==> src/rtl/lir_pkg.sv <==
package lir_pkg;

    localparam int unsigned LIR_LINES = 32;
    localparam int unsigned LIR_SEL_W = $clog2(LIR_LINES);

    typedef logic [LIR_SEL_W-1:0] line_sel_t;
    typedef logic [LIR_LINES-1:0] line_vec_t;

    typedef enum logic {
        TRIG_EDGE  = 1'b0,
        TRIG_LEVEL = 1'b1
    } trig_e;

    // One-hot vector for a selected line, empty when inactive.
    function automatic line_vec_t sel_to_vec(line_sel_t sel, logic active);
        line_vec_t v;
        v = '0;
        if (active) begin
            v[sel] = 1'b1;
        end
        return v;
    endfunction

endpackage

==> src/rtl/lir_route_sel.sv <==
module lir_route_sel
    import lir_pkg::*;
#(
    parameter int unsigned NUM_TIMERS = 3,
    parameter int unsigned PIT_LINE   = 0,
    parameter int unsigned RTC_LINE   = 8
) (
    input  logic                              legacy_mode_i,
    input  logic [NUM_TIMERS*LIR_SEL_W-1:0]   route_i,
    output line_sel_t [NUM_TIMERS-1:0]        eff_sel_o
);

    localparam line_sel_t PIT_SEL = line_sel_t'(PIT_LINE);
    localparam line_sel_t RTC_SEL = line_sel_t'(RTC_LINE);

    for (genvar i = 0; i < NUM_TIMERS; i++) begin : g_sel
        line_sel_t field;
        assign field = route_i[i*LIR_SEL_W +: LIR_SEL_W];
        if (i == 0) begin : g_t0
            assign eff_sel_o[i] = legacy_mode_i ? PIT_SEL : field;
        end else if (i == 1) begin : g_t1
            assign eff_sel_o[i] = legacy_mode_i ? RTC_SEL : field;
        end else begin : g_tn
            assign eff_sel_o[i] = field;
        end
    end

endmodule

==> src/rtl/lir_src_shape.sv <==
module lir_src_shape
    import lir_pkg::*;
#(
    parameter int unsigned NUM_TIMERS = 3
) (
    input  logic                  clk,
    input  logic                  rst,
    input  logic [NUM_TIMERS-1:0] req_i,
    input  logic [NUM_TIMERS-1:0] level_i,
    output logic [NUM_TIMERS-1:0] fire_o
);

    logic [NUM_TIMERS-1:0] req_q;

    always_ff @(posedge clk) begin
        if (rst) begin
            req_q <= '0;
        end else begin
            req_q <= req_i;
        end
    end

    for (genvar i = 0; i < NUM_TIMERS; i++) begin : g_shape
        trig_e trig;
        assign trig      = trig_e'(level_i[i]);
        assign fire_o[i] = (trig == TRIG_LEVEL) ? req_i[i]
                                                : (req_i[i] & ~req_q[i]);
    end

endmodule

==> src/rtl/lir_legacy_in.sv <==
module lir_legacy_in (
    input  logic clk,
    input  logic rst,
    input  logic legacy_mode_i,
    input  logic pit_irq_i,
    input  logic rtc_irq_i,
    output logic pit_drive_o,
    output logic rtc_drive_o,
    output logic pit_en_o
);

    logic pit_q;
    logic rtc_q;
    logic pit_en_q;

    always_ff @(posedge clk) begin
        if (rst) begin
            pit_q    <= 1'b0;
            rtc_q    <= 1'b0;
            pit_en_q <= 1'b1;
        end else begin
            pit_q    <= pit_irq_i;
            rtc_q    <= rtc_irq_i;
            pit_en_q <= ~legacy_mode_i;
        end
    end

    assign pit_drive_o = pit_en_q & ~legacy_mode_i & pit_q;
    assign rtc_drive_o = ~legacy_mode_i & rtc_q;
    assign pit_en_o    = pit_en_q;

endmodule

==> src/rtl/lir_router.sv <==
module lir_router
    import lir_pkg::*;
#(
    parameter int unsigned NUM_TIMERS = 3,
    parameter int unsigned PIT_LINE   = 0,
    parameter int unsigned RTC_LINE   = 8
) (
    input  logic                            clk,
    input  logic                            rst,
    input  logic                            legacy_mode_i,
    input  logic [NUM_TIMERS-1:0]           tmr_req_i,
    input  logic [NUM_TIMERS-1:0]           tmr_level_i,
    input  logic [NUM_TIMERS*LIR_SEL_W-1:0] tmr_route_i,
    input  logic                            pit_irq_i,
    input  logic                            rtc_irq_i,
    output logic [LIR_LINES-1:0]            irq_o,
    output logic                            pit_en_o
);

    line_sel_t [NUM_TIMERS-1:0] eff_sel;
    logic [NUM_TIMERS-1:0]      fire;
    logic                       pit_drive;
    logic                       rtc_drive;
    line_vec_t                  merged;
    line_vec_t                  irq_q;

    lir_route_sel #(
        .NUM_TIMERS (NUM_TIMERS),
        .PIT_LINE   (PIT_LINE),
        .RTC_LINE   (RTC_LINE)
    ) u_sel (
        .legacy_mode_i (legacy_mode_i),
        .route_i       (tmr_route_i),
        .eff_sel_o     (eff_sel)
    );

    lir_src_shape #(
        .NUM_TIMERS (NUM_TIMERS)
    ) u_shape (
        .clk     (clk),
        .rst     (rst),
        .req_i   (tmr_req_i),
        .level_i (tmr_level_i),
        .fire_o  (fire)
    );

    lir_legacy_in u_leg (
        .clk           (clk),
        .rst           (rst),
        .legacy_mode_i (legacy_mode_i),
        .pit_irq_i     (pit_irq_i),
        .rtc_irq_i     (rtc_irq_i),
        .pit_drive_o   (pit_drive),
        .rtc_drive_o   (rtc_drive),
        .pit_en_o      (pit_en_o)
    );

    always_comb begin
        merged = '0;
        for (int i = 0; i < NUM_TIMERS; i++) begin
            merged = merged | sel_to_vec(eff_sel[i], fire[i]);
        end
        merged[PIT_LINE] = merged[PIT_LINE] | pit_drive;
        merged[RTC_LINE] = merged[RTC_LINE] | rtc_drive;
    end

    always_ff @(posedge clk) begin
        if (rst) begin
            irq_q <= '0;
        end else begin
            irq_q <= merged;
        end
    end

    assign irq_o = irq_q;

endmodule

==> config.mk <==
export PLATFORM = sky130hd
export DESIGN_NAME = lir_router
export DESIGN_NICKNAME = d
export VERILOG_FILES = /design/src/rtl/lir_pkg.sv /design/src/rtl/lir_route_sel.sv /design/src/rtl/lir_src_shape.sv /design/src/rtl/lir_legacy_in.sv /design/src/rtl/lir_router.sv
export SDC_FILE = /design/constraint.sdc
export NUM_CORES = 1
export LEC_CHECK = 0
export BUFFER_PORTS_ARGS = -buffer_cell sky130_fd_sc_hd__buf_2
export CORE_MARGIN = 5
export CORE_UTILIZATION = 50
export CTS_CLUSTER_DIAMETER = 30
export DETAILED_ROUTE_END_ITERATION = 8
export PLACE_DENSITY = 0.87
export SKIP_LAST_GASP = 1
export SYNTH_ARGS = -nofsm -noshare
export SYNTH_HDL_FRONTEND = slang
export SYNTH_SLANG_ARGS = --single-unit
==> constraint.sdc <==
create_clock -name clk -period 2.1 [get_ports clk]
set_input_delay 0.525 -clock clk [delete_from_list [all_inputs] [get_ports clk]]
set_output_delay 0.525 -clock clk [all_outputs]
set_load 0.05 [all_outputs]
==> impl_metrics.ini, run 1 <==
[critical_path]
cp-start-kind = flip-flop
path_class = flip-flop to flip-flop
worstSetupEndpointType = flip-flop
crit_arrival_ns = 1.97
slowest_stage = nor4bb_2
path_cells = nor2b_1 -> nor4bb_2 -> buf_4 -> a22oi_1 -> a21oi_1
worstPathRequired_ns = 2.38
cp_max_fo = 6
critPathMaxStageDelay_ns = 0.69

[clock_tree]
cts_tree = done
cts-root-buf = clkbuf_4
postCtsHoldBufs = 0
clkTransAtPathRegs_ns = 0.10
numCtsBuffers = 5
clkLatencyLatePin_ns = 0.35
cts_max_level = 2
cts_buffer_depth = 2
clkSinkCount = 38

[synthesis]
synth_xor_area_share_pct = 0
ys_types = 26
synthAdderAreaFrac_pct = 0
avgSynthCellArea_um2 = 8.61
synthSimpleGateAreaFrac_pct = 34.4
netlist_area_um2 = 1800
synthCells = 209
synth_top_family_by_area = simple AND/OR/NAND/NOR gates
syn_nets = 235
synth_compound_area_share_pct = 19.6
synth_warnings = 0
ys_seq_area_share_pct = 42.3
synth.area.mux_share_pct = 0
ys_ff_latch = 38

[timing]
setup_tns_ns = 0
fin_crit_sh_pct = 80.7
max_slew_margin_pct = 48.2
max_freq_mhz = 590
hold_viol = 0
fin_crit_ns = 1.70
rsz0062_at_grt = false
drv_slew = 0
skew_ns = 0.00607
setup_viol = 0
tightestPinTransition_ns = 0.765

[route]
via_per_inst = 5.84
routed_wl_mm = 5.19
met1Wirelength_mm = 2.02
drt_pass1_iterations = 5
wire_per_inst_um = 16.2
ant_nets = 0
drc_errors = 0
vias = 1874
dr_wl_met2_mm = 2.33
drt-initial-drc-count = 252
maxUsedRoutingLayer = met4
wl_met3_um = 710

[power_and_ir_drop]
irDropWorstVdd_mv = 0.360
p_leak_nw = 1.01
power_mw = 1.31
p_per_area_nw_per_um2 = 586

[place]
dp_hpwl_mm = 3.70
numPortBuffers = 58
gp_congestion = 0.853

[finish]
area_delta_synth_final_pct = 24.0
layout-drive-gt1-share_pct = 31.6
nNetsFinal = 301
regArea_um2 = 761
multi_input_area_um2 = 978
diodes = 0
fillers = 294

[floorplanning]
fp.dieW_um = 70.0
num_rows = 21
dieHeight_um = 70.0
io_pins = 59
die_area_um2 = 4900
coreArea_um2 = 3420
start_util_pct = 52.7

[grt]
antenna_found_initial = 0
track_usage_pct = 21.9
grt-ovfl-total = 0
grt_pass1_vias = 1766
grt_max_degree = 13
grt_pass1_wl_mm = 8.49

[job]
maxCapViolCount = 0

[outcome]
outcome = completed

[min_path]
min_path_type = input port to flip-flop
==> cell usage after synthesis, drive strengths merged <==
cell,instances,share of area (%)
a21oi,17,4.7
a222oi,2,1.1
a22oi,30,13
and3,1,0.35
and3b,4,1.9
and4b,2,1.1
and4bb,2,1.4
buf,4,1.9
clkbuf,8,1.7
dfxtp,38,42
inv,1,0.21
nand2,48,10
nand2b,7,2.4
nor2,11,2.3
nor2b,9,3.1
nor3,9,2.5
nor3b,3,1.3
nor4,2,1.5
nor4b,4,4.3
nor4bb,1,0.56
o21bai,3,1.3
or2,1,0.35
or3b,2,1.3
==> worst paths after layout <==
path / depth (start not counted) / startpoint / to / slack (ns)
worst min register to register: 4 / u_leg.pit_q / irq_o[0] / 0.67
worst max register to register: 5 / u_shape.req_q[2] / irq_o[6] / 0.40
worst max-delay path: 5 / u_shape.req_q[2] / irq_o[6] / 0.40
worst min-delay path: 2 / pit_irq_i / u_leg.pit_q / 0.39
==> final cells by class <==
class	count	share of cell area, %
Multi-Input combinational cell	158	43.8
Sequential cell	38	34.1
Timing Repair Buffer	71	17.4
Clock buffer	7	2.02
Inverter	1	0.168
Tap cell	46	2.58
==> per-stage QoR <==
step	setup slack (ns)	hold WS, ns	cell area, µm²	utilization [%]	instances
after detailed placement	-0.0675	0.634	2180	63.9	314
after global routing	0.316	0.409	2230	65.4	321
final	0.404	0.393	2230	65.4	321
after floorplan	0.416	0.563	1800	-	209
after global placement	-0.108	0.621	2180	63.9	314
after CTS	0.130	0.372	2230	65.2	321
==> critical path, delay by kind of cell (launching register included) <==
kind            cells  cell delay, ns
simple gates        2            0.83
flops               1            0.31
compound gates      2            0.25
buf+inv             1            0.24
==> sequential cells by signal (all words and copies together) (netlist names) <==
register and count:
u_leg.pit_en_o 1, u_shape.req_q 3, u_leg.pit_q 1, u_leg.rtc_q 1, irq_o 32
==> layout by cell type, fill, tap and decap left out, drive strengths merged <==
cell / instances
and3: 1
and3b: 4
nor2b: 9
nand2b: 7
nor4b: 4
a22oi: 30
dfxtp: 38
nor4: 2
nor2: 11
a21oi: 17
clkbuf: 7
or3b: 2
nand2: 48
o21bai: 3
inv: 1
and4bb: 2
a222oi: 2
nor3: 9
and4b: 2
buf: 71
or2: 1
nor3b: 3
nor4bb: 1
==> cell families (layout without fill, tap and decap cells) <==
family,after synthesis,after routing
flops,38,38
simple gates,106,106
compound gates,52,52
buf+inv,13,79
==> timing repair <==
item	4_1_cts	5_1_grt
setup endpoints to repair	0	1
setup buffers	0	0
gates resized for setup	0	1
hold endpoints to repair	0	0
==> per-layer routing <==
layer  up-vias  GRT usage (%)
met1       842           28.0
met5         -              0
li1        882              -
met3        16           6.74
met4         0           11.7
met2       134           32.9
==> power breakdown <==
group / internal [mW] / switching, mW
logic: 0.0748 / 0.145
clock network: 0.126 / 0.224
registers: 0.736 / 0.00394
(Power assumes the default switching activity.)
==> run 2, diff against run 1 <==
CORE_UTILIZATION = 45   (was 50)
PLACE_DENSITY = 0.83   (was 0.87)
clock period = 1.5 ns   (was 2.1 ns; I/O delays follow)
==> impl_metrics.ini, run 2 (synthesis gave the netlist of run 1 again) <==
[floorplanning]
start_util_pct = 45.7
dieHeight_um = 73.3
coreArea_um2 = 3940
die_area_um2 = 5370
fp.dieW_um = 73.3
num_rows = 23
io_pins = 59

[grt]
grt_pass1_wl_mm = 8.72
grt_pass1_vias = 1865
track_usage_pct = 21.2
grt_max_degree = 14
grt-ovfl-total = 0
antenna_found_initial = 0

[place]
place_ws_ns = -0.163
dp.cells = 342
dp_hpwl_mm = 4.08
numPortBuffers = 58
gp_congestion = 0.966
placed_area_um2 = 2370

[timing]
setup_ws_ns = 0.0679
setup_viol = 0
fin_crit_ns = 1.43
rsz0062_at_grt = true
hold_ws_ns = 0.291
max_freq_mhz = 698
fin_crit_sh_pct = 95.5
max_slew_margin_pct = 63.2
tightestPinTransition_ns = 0.548
drv_slew = 0
hold_viol = 0
skew_ns = 0.00664

[min_path]
min_path_type = input port to flip-flop
min-delay-start = rtc_irq_i

[finish]
diodes = 0
finalInstanceArea_um2 = 2450
largest_reg_flops = 32
final_cells = 348
mostFrequentLayoutCells = buf_2 (58), nand2_1 (48), dfxtp_1 (38)
final_common_cell = buf_2
nNetsFinal = 325
layout-drive-gt1-share_pct = 37.9
area_delta_synth_final_pct = 36.2

[critical_path]
cp_max_fo = 8
crit_arrival_ns = 1.60
cp_top_family = simple AND/OR/NAND/NOR gates
critical_path_buf_inv_count = 1
r2r-start = u_shape.req_q[0]
startpoint = u_shape.req_q[0]
worstPathRequired_ns = 1.67
path_cells = nor2b_1 -> and4bb_2 -> a222oi_1 -> inv_1
path_class = flip-flop to flip-flop
worstSetupEndpointType = flip-flop
critPathMaxStageDelay_ns = 0.36
cp-start-kind = flip-flop
r2r_slack_ns = 0.07
slowest_stage = and4bb_2

[route]
via_per_inst = 5.44
drt_pass1_iterations = 5
drc_errors = 0
vias = 1893
wire_per_inst_um = 15.4
drt-initial-drc-count = 198
ant_nets = 0
routed_wl_mm = 5.35

[clock_tree]
postCtsResizedCells = 0
clkLatencyLatePin_ns = 0.29
cts_max_level = 2
clkSinkCount = 38
numCtsBuffers = 5
clkTransAtPathRegs_ns = 0.07
post_cts_buffers = 0
cts_tree = done
cts_buffer_depth = 2
cts-root-buf = clkbuf_8
postCtsHoldBufs = 0

[power_and_ir_drop]
irDropWorstVdd_mv = 0.570
p_per_area_nw_per_um2 = 841
power_mw = 2.06
p_leak_nw = 1.16

[outcome]
outcome = completed

[job]
maxCapViolCount = 0
## run 2: cell types whose count changed in the layout (fill, tap and decap cells not counted), sizes merged
cell	delta
clkbuf	-1
buf	+24
## run 2: metrics by stage
step | TNS (ns) | utilization [%]
floorplan | -0.0441 | -
global placement | -1.48 | 60.0
detailed placement | -2.46 | 60.0
CTS | 0 | 62.1
global route | -0.0260 | 62.2
finish | 0 | 62.2
## run 2: path summary, 6_finish.rpt
check | end | cells past startpoint
max | irq_o[27] | 4
max reg2reg | irq_o[27] | 4
min | u_leg.rtc_q | 2
min reg2reg | irq_o[0] | 4
## run 2: area by class of cell
type / count / area (µm²)
inverter: 1 / 3.75
fill: 352 / 1490
tap: 50 / 62.6
multi-input combinational: 158 / 975
timing repair buffer: 95 / 568
sequential: 38 / 761
clock buffer: 6 / 82.6
## run 2: worst reg2reg max path: stages, from the launching register on
cell and delay, ns:
dfxtp_1 0.30, nor2b_1 0.22, and4bb_2 0.36, a222oi_1 0.36
inv_1 0.07
## run 2: report_power, final
group | switching [mW] | internal [mW] | leakage (nW)
Combinational | 0.206 | 0.131 | 0.805
Sequential | 0.00540 | 1.03 | 0.309
Clock | 0.334 | 0.354 | 0.0431
Total | 0.545 | 1.52 | 1.16
## run 2: layer usage
| metal | global-route usage (%) | routed length, µm | part of all wire [%] | up-vias |
|---|---|---|---|---|
| li1 | - | - | - | 923 |
| met3 | 4.65 | 509 | 9.5 | 18 |
| met1 | 26.9 | 2140 | 40 | 847 |
| met4 | 10.7 | 172 | 3.2 | 0 |
| met5 | 0 | 0 | 0 | - |
| met2 | 33.8 | 2530 | 47 | 105 |
==> run 3, diff against run 2 <==
CORE_ASPECT_RATIO = 0.8   (was not set)
CORE_MARGIN = not set   (was 5)
==> impl_metrics.ini, run 3 (synthesis gave the netlist of run 1 again) <==
[outcome]
outcome = completed

[timing]
fin_crit_sh_pct = 92.5
skew_ns = 0.00872
drv_slew = 0
tightestPinTransition_ns = 0.556
fin_crit_ns = 1.39
max_freq_mhz = 720
rsz0062_at_grt = false
hold_viol = 0
max_slew_margin_pct = 62.9
setup_viol = 0

[critical_path]
critical_path.reg2reg.endpoint = irq_o[30]
critPathCapture = irq_o[30]
cp-start-kind = flip-flop
worstRegToRegCells = 4
slowest_stage = a222oi_1
cp_max_fo = 8
r2r_slack_ns = 0.11
startpoint = u_shape.req_q[0]
worstSetupEndpointType = flip-flop
path_cells = nor2b_2 -> and4b_2 -> a222oi_1 -> nor2_1
crit_arrival_ns = 1.57
critPathMaxStageDelay_ns = 0.39
r2r-start = u_shape.req_q[0]
path_class = flip-flop to flip-flop
worstPathRequired_ns = 1.68

[clock_tree]
clkTransAtPathRegs_ns = 0.08
cts-root-buf = clkbuf_8
cts_buffer_depth = 2
cts_max_level = 2
numCtsBuffers = 5
clkSinkCount = 38
cts_tree = done
postCtsHoldBufs = 0
clkLatencyLatePin_ns = 0.30
post_cts_buffers = 0

[route]
ant_nets = 0
wire_per_inst_um = 14.3
via_per_inst = 5.39
routed_wl_mm = 5.00
drt_pass1_iterations = 5
vias = 1881
drt-initial-drc-count = 220
drc_errors = 0

[finish]
utilization_pct = 63.9
fillers = 326
layout-drive-gt1-share_pct = 37.4
final_common_cell = buf_2
final_cells = 349
nNetsFinal = 319
area_delta_synth_final_pct = 35.1
largest_reg_flops = 32
diodes = 0
mostFrequentLayoutCells = buf_2 (58), nand2_1 (48), dfxtp_1 (38)

[grt]
track_usage_pct = 24.6
grt-ovfl-total = 0
grt_pass1_vias = 1734
antenna_found_initial = 0
grt_pass1_wl_mm = 7.89
grt_max_degree = 18

[floorplanning]
coreArea_um2 = 3800
fp.dieW_um = 72.7
dieHeight_um = 58.6
io_pins = 59
num_rows = 20
start_util_pct = 47.3
die_area_um2 = 4260

[power_and_ir_drop]
irDropWorstVdd_mv = 0.486
p_per_area_nw_per_um2 = 865
p_leak_nw = 1.13

[place]
numPortBuffers = 58
dp.cells = 341
gp_congestion = 0.930
dp_hpwl_mm = 3.56

[job]
maxCapViolCount = 0

[min_path]
min_path_type = input port to flip-flop
-- run 3: worst max-delay path, delay by kind of cell (launching register included) --
| kind | cells | cell delay [ns] |
|---|---|---|
| simple gates | 3 | 0.56 |
| compound gates | 1 | 0.39 |
| flops | 1 | 0.31 |
-- run 3: area by class of cell --
cell class                      instances  area [µm²]  area share, %
Sequential cell                        38         761           31.3
Inverter                                1        3.75          0.154
Multi-Input combinational cell        158         981           40.3
Timing Repair Buffer                   89         523           21.5
Clock buffer                            6        82.6           3.40
Tap cell                               55        68.8           2.83
Clock inverter                          2        12.5          0.514
-- run 3: per-layer routing --
layer / vias to the layer above / share of wire [%] / track usage (%)
met2: 118 / 46 / 38.5
met1: 833 / 42 / 30.7
met3: 15 / 9.3 / 6.68
met5: - / 0 / 0
met4: 0 / 2.3 / 14.6
li1: 915 / - / -
-- run 3: where the power goes --
group	total, mW	internal [mW]	switching, mW
Clock	0.737	0.369	0.368
Sequential	1.03	1.03	0.00469
Combinational	0.331	0.125	0.206
Total	2.10	1.52	0.579
-- run 3: worst min-delay path by stage --
| stage | start | endpoint | slack [ns] | cells past startpoint |
|---|---|---|---|---|
| after floorplan | pit_irq_i | u_leg.pit_q | 0.50 | 1 |
| after global placement | rtc_irq_i | u_leg.rtc_q | 0.59 | 2 |
| after global routing | pit_irq_i | u_leg.pit_q | 0.32 | 2 |
| after detailed placement | pit_irq_i | u_leg.pit_q | 0.59 | 2 |
| after CTS | pit_irq_i | u_leg.pit_q | 0.28 | 2 |
| final | pit_irq_i | u_leg.pit_q | 0.28 | 2 |
-- run 3: repair_timing --
item / in CTS / in global routing
pin swaps: 0 / 1
endpoints found under the setup margin: 1 / 5
gates resized for setup: 1 / 3
-- run 3: stage by stage --
step           setup TNS [ns]  instance area, µm²  hold WS (ns)  setup slack, ns  power, mW
2_1_floorplan         -0.0441                1820         0.503         -0.00973       1.24
3_3_place_gp            -1.46                2330         0.592           -0.105       1.37
3_5_place_dp            -2.15                2330         0.591           -0.166       1.38
4_1_cts                     0                2430         0.280           0.0446       2.11
5_1_grt                     0                2430         0.318           0.0263       2.19
6_report                    0                2430         0.283            0.112       2.10
